File: src/rtl/vp_run_ctrl_pkg.sv
package vp_run_ctrl_pkg;

   localparam int REG_W   = 64;
   localparam int NUM_WIN = 2;

   localparam int OFS_START  = 'h28;
   localparam int OFS_STOP   = 'h30;
   localparam int OFS_STATUS = 'h70;

   typedef enum logic [1:0] {
      REG_NONE   = 2'd0,
      REG_START  = 2'd1,
      REG_STOP   = 2'd2,
      REG_STATUS = 2'd3
   } vp_reg_e;

   function automatic int win_base(int w);
      return (w == 0) ? 'h2000 : 'h4000;
   endfunction

endpackage

File: src/rtl/vp_reg_decode.sv
module vp_reg_decode
   import vp_run_ctrl_pkg::*;
#(
   parameter int ADDR_W = 16
) (
   input  logic              valid,
   input  logic [ADDR_W-1:0] addr,
   output vp_reg_e           kind
);

   if (ADDR_W < 15 || ADDR_W > 32) begin : g_bad_addr_w
      $error("vp_reg_decode: ADDR_W must lie in 15..32");
   end

   logic [NUM_WIN-1:0] hit_start;
   logic [NUM_WIN-1:0] hit_stop;
   logic [NUM_WIN-1:0] hit_status;

   for (genvar w = 0; w < NUM_WIN; w++) begin : g_win
      localparam logic [ADDR_W-1:0] A_START  = ADDR_W'(win_base(w) + OFS_START);
      localparam logic [ADDR_W-1:0] A_STOP   = ADDR_W'(win_base(w) + OFS_STOP);
      localparam logic [ADDR_W-1:0] A_STATUS = ADDR_W'(win_base(w) + OFS_STATUS);
      assign hit_start[w]  = (addr[ADDR_W-1:3] == A_START[ADDR_W-1:3]);
      assign hit_stop[w]   = (addr[ADDR_W-1:3] == A_STOP[ADDR_W-1:3]);
      assign hit_status[w] = (addr[ADDR_W-1:3] == A_STATUS[ADDR_W-1:3]);
   end

   logic unused_low;
   assign unused_low = ^addr[2:0];

   always_comb begin
      kind = REG_NONE;
      if (valid) begin
         if (|hit_start)       kind = REG_START;
         else if (|hit_stop)   kind = REG_STOP;
         else if (|hit_status) kind = REG_STATUS;
      end
   end

endmodule

File: src/rtl/vp_slice.sv
module vp_slice (
   input  logic clk,
   input  logic rst_n,
   input  logic start_req,
   input  logic stop_req,
   output logic running,
   output logic rst_pulse,
   output logic halt_pulse
);

   always_ff @(posedge clk or negedge rst_n) begin
      if (!rst_n) begin
         running    <= 1'b0;
         rst_pulse  <= 1'b0;
         halt_pulse <= 1'b0;
      end else begin
         rst_pulse  <= start_req & ~running;
         halt_pulse <= stop_req & ~start_req & running;
         if (start_req)     running <= 1'b1;
         else if (stop_req) running <= 1'b0;
      end
   end

   p_start_edge_r2: assert property (@(posedge clk) disable iff (!rst_n)
      rst_pulse |-> (running && !$past(running)));

   p_stop_edge_r3: assert property (@(posedge clk) disable iff (!rst_n)
      halt_pulse |-> (!running && $past(running)));

   p_pulse_excl_r4: assert property (@(posedge clk) disable iff (!rst_n)
      !(rst_pulse && halt_pulse));

   p_reset_one_cycle_r4: assert property (@(posedge clk) disable iff (!rst_n)
      rst_pulse |=> !rst_pulse);

   p_halt_one_cycle_r4: assert property (@(posedge clk) disable iff (!rst_n)
      halt_pulse |=> !halt_pulse);

endmodule

File: src/rtl/vp_run_ctrl.sv
module vp_run_ctrl
   import vp_run_ctrl_pkg::*;
#(
   parameter int          NUM_VP        = 1,
   parameter logic [63:0] START_RUNNING = 64'h1,
   parameter int          ADDR_W        = 16
) (
   input  logic              clk,
   input  logic              rst_n,
   input  logic              wr_valid,
   input  logic [ADDR_W-1:0] wr_addr,
   input  logic [63:0]       wr_data,
   input  logic              rd_valid,
   input  logic [ADDR_W-1:0] rd_addr,
   output logic [63:0]       rd_data,
   output logic [NUM_VP-1:0] vp_reset_pulse,
   output logic [NUM_VP-1:0] vp_halt_pulse
);

   localparam logic [REG_W-1:0] VP_MASK =
      (NUM_VP >= REG_W) ? {REG_W{1'b1}} : ((64'd1 << NUM_VP) - 64'd1);
   localparam logic [NUM_VP-1:0] BOOT_SET = START_RUNNING[NUM_VP-1:0];

   if (NUM_VP < 1 || NUM_VP > REG_W) begin : g_bad_num_vp
      $error("vp_run_ctrl: NUM_VP must lie in 1..64");
   end
   if ((START_RUNNING & ~VP_MASK) != 64'd0) begin : g_bad_start
      $error("vp_run_ctrl: START_RUNNING names a processor beyond NUM_VP");
   end

   vp_reg_e wr_kind;
   vp_reg_e rd_kind;

   vp_reg_decode #(.ADDR_W(ADDR_W)) i_wr_dec (
      .valid (wr_valid),
      .addr  (wr_addr),
      .kind  (wr_kind)
   );

   vp_reg_decode #(.ADDR_W(ADDR_W)) i_rd_dec (
      .valid (rd_valid),
      .addr  (rd_addr),
      .kind  (rd_kind)
   );

   logic boot_q;
   always_ff @(posedge clk or negedge rst_n) begin
      if (!rst_n) boot_q <= 1'b1;
      else        boot_q <= 1'b0;
   end

   logic [NUM_VP-1:0] data_vp;
   logic [NUM_VP-1:0] start_vec;
   logic [NUM_VP-1:0] stop_vec;
   logic [NUM_VP-1:0] run_vec;

   assign data_vp   = wr_data[NUM_VP-1:0];
   assign start_vec = ((wr_kind == REG_START) ? data_vp : '0) | (boot_q ? BOOT_SET : '0);
   assign stop_vec  = (wr_kind == REG_STOP) ? data_vp : '0;

   logic unused_hi;
   assign unused_hi = ^wr_data;

   for (genvar v = 0; v < NUM_VP; v++) begin : g_vp
      vp_slice i_slice (
         .clk        (clk),
         .rst_n      (rst_n),
         .start_req  (start_vec[v]),
         .stop_req   (stop_vec[v]),
         .running    (run_vec[v]),
         .rst_pulse  (vp_reset_pulse[v]),
         .halt_pulse (vp_halt_pulse[v])
      );
   end

   assign rd_data = (rd_kind == REG_STATUS) ? REG_W'(run_vec) : '0;

   p_unmapped_write_r7: assert property (@(posedge clk) disable iff (!rst_n)
      (wr_valid && wr_kind == REG_NONE && !boot_q) |=>
         ($stable(run_vec) && vp_reset_pulse == '0 && vp_halt_pulse == '0));

   p_unmapped_read_r7: assert property (@(posedge clk) disable iff (!rst_n)
      (rd_kind != REG_STATUS) |-> (rd_data == '0));

   p_boot_pulse_r8: assert property (@(posedge clk) disable iff (!rst_n)
      $fell(boot_q) |-> ((vp_reset_pulse & BOOT_SET) == BOOT_SET));

endmodule

File: config.mk
export PLATFORM = sky130hd
export DESIGN_NAME = vp_run_ctrl
export DESIGN_NICKNAME = d
export VERILOG_FILES = /design/src/rtl/vp_run_ctrl_pkg.sv /design/src/rtl/vp_reg_decode.sv /design/src/rtl/vp_slice.sv /design/src/rtl/vp_run_ctrl.sv
export SDC_FILE = /design/constraint.sdc
export NUM_CORES = 1
export LEC_CHECK = 0
export CELL_PAD_IN_SITES_DETAIL_PLACEMENT = 0
export CELL_PAD_IN_SITES_GLOBAL_PLACEMENT = 2
export CORE_AREA = 3 3 91 93
export DETAILED_ROUTE_END_ITERATION = 12
export DIE_AREA = 0 0 94 96
export HOLD_SLACK_MARGIN = 0.12
export PLACE_DENSITY = 0.95
export SYNTH_ARGS = -nofsm -noshare
export SYNTH_HDL_FRONTEND = slang
export SYNTH_SLANG_ARGS = --single-unit
File: constraint.sdc
create_clock -name clk -period 1.9 [get_ports clk]
set_input_delay 0.475 -clock clk [delete_from_list [all_inputs] [get_ports clk]]
set_output_delay 0.475 -clock clk [all_outputs]
set_load 0.02 [all_outputs]
==> results.toml <==
[yosys]
ys_warn_count = 0
ys_seq_area_share_pct = 13.4
synth_seq_cells = 4
yosys-top-cells-area = "buf_4 (63%), dfrtp_1 (10%), dfstp_2 (3.5%)"
syn_area_um2 = 754
syn_inst = 88
yosys.cell_types.count = 20
synth.avg_cell_area_um2 = 8.57
synth_largest_area_cell = "buf_4"
synth_top_area_share_pct = 62.7

[clocking]
clkTransAtPathRegs_ns = 0.03
hold_buffers = 0
cts_tree = "done"
clockBufferDepth = 2
cts-root-buf = "clkbuf_8"
insertion_delay_ns = 0.22
cts_htree_levels = 1
cts_setup_buffers = 0
cts_buffers = 3
cts.sinks = 4

[routing]
ant_nets = 0
first_iter_violations = 4
vias = 531
wl_per_cell_um = 6.48
routed_wl_mm = 1.48
drc = 0
dr.pass1.iters = 4
viasPerCell = 2.32

[layout]
finalInstanceArea_mm2 = 0.00104
final_common_cell = "conb_1"
drive_above_1_share_pct = 20.5
layout_common_cells = "conb_1 (64), clkdlybuf4s50_1 (21), clkbuf_2 (4), buf_6 (4)"
nFillCells = 881
diodes = 0
area_growth_pct = 38.3
fin_nets = 228

[floorplan]
rows = 32
die_x_um = 94
fp.dieArea_mm2 = 0.00902
coreArea_mm2 = 0.00761
io_pins = 166
initial_core_util_pct = 9.92
die_h_um = 96

[placed_design]
port_buffers = 33
dp_hpwl_mm = 1.38
dpl_cell_area_mm2 = 0.00101
place_congestion = 0.659

[timing]
clock.fmax_mhz = 514
setup-violations-final = 1
layout_setup_ws_ns = -0.0469
finalHoldViolCount = 0
whs_ns = 0.461
finalCritPeriodShare_pct = 102
fin_skew_ns = 0.00405
final.min_clock_period_ns = 1.95
rsz0062_at_grt = "yes"
drv_slew = 0

[status]
status = "complete, but fails checks"
violations = "negative setup slack"

[critical_path]
crit_buf_inv = 2
end_kind = "primary output"
cp_max_fo = 1
crit_path_start_kind = "primary input"
crit_slowest_cell = "or4_4"
crit_required_ns = 1.42
arrival_ns = 1.47
path_cells = "buf_6 -> or4_4 -> nor4_4 -> buf_4"
cpPeakStageDelay_ns = 0.53
cp_top_family = "simple AND/OR/NAND/NOR gates"
crit_type = "primary input to primary output"

[grt]
grt_antenna_before_repair = 0
grt_overflow = 0
track_usage_pct = 2.83
grt_first_pass_wirelength_mm = 1.92
grt_max_degree = 5
grt_pass1_vias = 416

[pwr]
ir_worst_vdd_v = 0.000132
total_power_uw = 467
powerDensity_mw_per_mm2 = 448
p_leak_nw = 0.491

[worst_hold_path]
min_path_type = "primary input to async pin"

[run]
cap_violations = 0
per-layer routing:
metal / track usage [%] / vias up / part of all wire, %
li1: - / 237 / -
met1: 2.71 / 227 / 31
met2: 4.67 / 65 / 46
met3: 1.41 / 2 / 21
met4: 2.17 / 0 / 2.3
met5: 0 / - / 0
Yosys cell counts:
| library cell | instances |
|---|---|
| conb_1 | 1 |
| buf_4 | 63 |
| nor4b_2 | 1 |
| dfstp_2 | 1 |
| nand2b_1 | 1 |
| nand4_2 | 1 |
| nand4b_1 | 1 |
| or4_1 | 1 |
| nand2_1 | 2 |
| xnor2_1 | 1 |
| nor2_1 | 2 |
| nor4b_4 | 1 |
| a21oi_2 | 1 |
| o21ba_2 | 1 |
| dfrtp_1 | 3 |
| nor4_1 | 2 |
| nor4b_1 | 1 |
| nor3b_1 | 2 |
| mux2_4 | 1 |
| xor2_1 | 1 |
what timing repair did:
item,in CTS,in global routing
gates cloned,0,0
resized for setup,36,7
pin swaps,6,5
endpoints found under the setup margin,1,1
cells by family after synthesis:
logic type	synth area share, %
compound gates	2.49
xor+xnor	2.32
flops	13.4
other cells	0.497
mux	1.99
simple gates	16.6
buf+inv	62.7
worst register-to-register path, stage by stage (launching register included):
cell and delay [ns]:
dfstp_2 0.54, nor2_1 0.07, mux2_4 0.26, a21oi_2 0.10
layout make-up:
type	count	area (um2)	share of cell area, %
Clock buffer	4	45.0	4.32
Tap cell	102	128	12.2
Timing Repair Buffer	35	320	30.7
Multi-Input combinational cell	84	449	43.0
Sequential cell	4	101	9.71
power breakdown:
part | internal, mW | leakage [nW] | switching [mW] | total, mW
registers | 0.0878 | 0.0472 | 0.00110 | 0.0889
clock network | 0.143 | 0.0228 | 0.0446 | 0.188
logic | 0.0582 | 0.421 | 0.132 | 0.190
state kept, by name, summed over array words and instances, names as in the netlist:
signal	count
boot_q	1
g_vp.i_slice.halt_pulse	1
g_vp.i_slice.rst_pulse	1
g_vp.i_slice.running	1
stage by stage:
| step | util (%) | setup slack [ns] | TNS [ns] | cells |
|---|---|---|---|---|
| floorplan | - | 0.0281 | 0 | 151 |
| global placement | 13.2 | -0.850 | -0.868 | 225 |
| detailed placement | 13.2 | -0.863 | -0.912 | 225 |
| CTS | 13.8 | -0.0347 | -0.0347 | 229 |
| global route | 13.7 | -0.0722 | -0.0722 | 229 |
| finish | 13.7 | -0.0469 | -0.0469 | 229 |
final timing paths:
check                            startpoint                                   end  slack, ns  cells past startpoint
min in group clk           boot_q$_DFF_PN1_   g_vp[0].i_slice.rst_pulse$_DFF_PN0_       0.61                      1
min reg2reg                boot_q$_DFF_PN1_   g_vp[0].i_slice.rst_pulse$_DFF_PN0_       0.61                      1
max reg2reg                boot_q$_DFF_PN1_   g_vp[0].i_slice.running$_DFFE_PN0P_       0.86                      3
max in group asynchronous             rst_n                      boot_q$_DFF_PN1_       1.20                      1
min                                   rst_n  g_vp[0].i_slice.halt_pulse$_DFF_PN0_       0.46                      1
max                              rd_addr[8]                            rd_data[0]      -0.05                      4
Note: power is estimated with default switching activity, not from simulation.
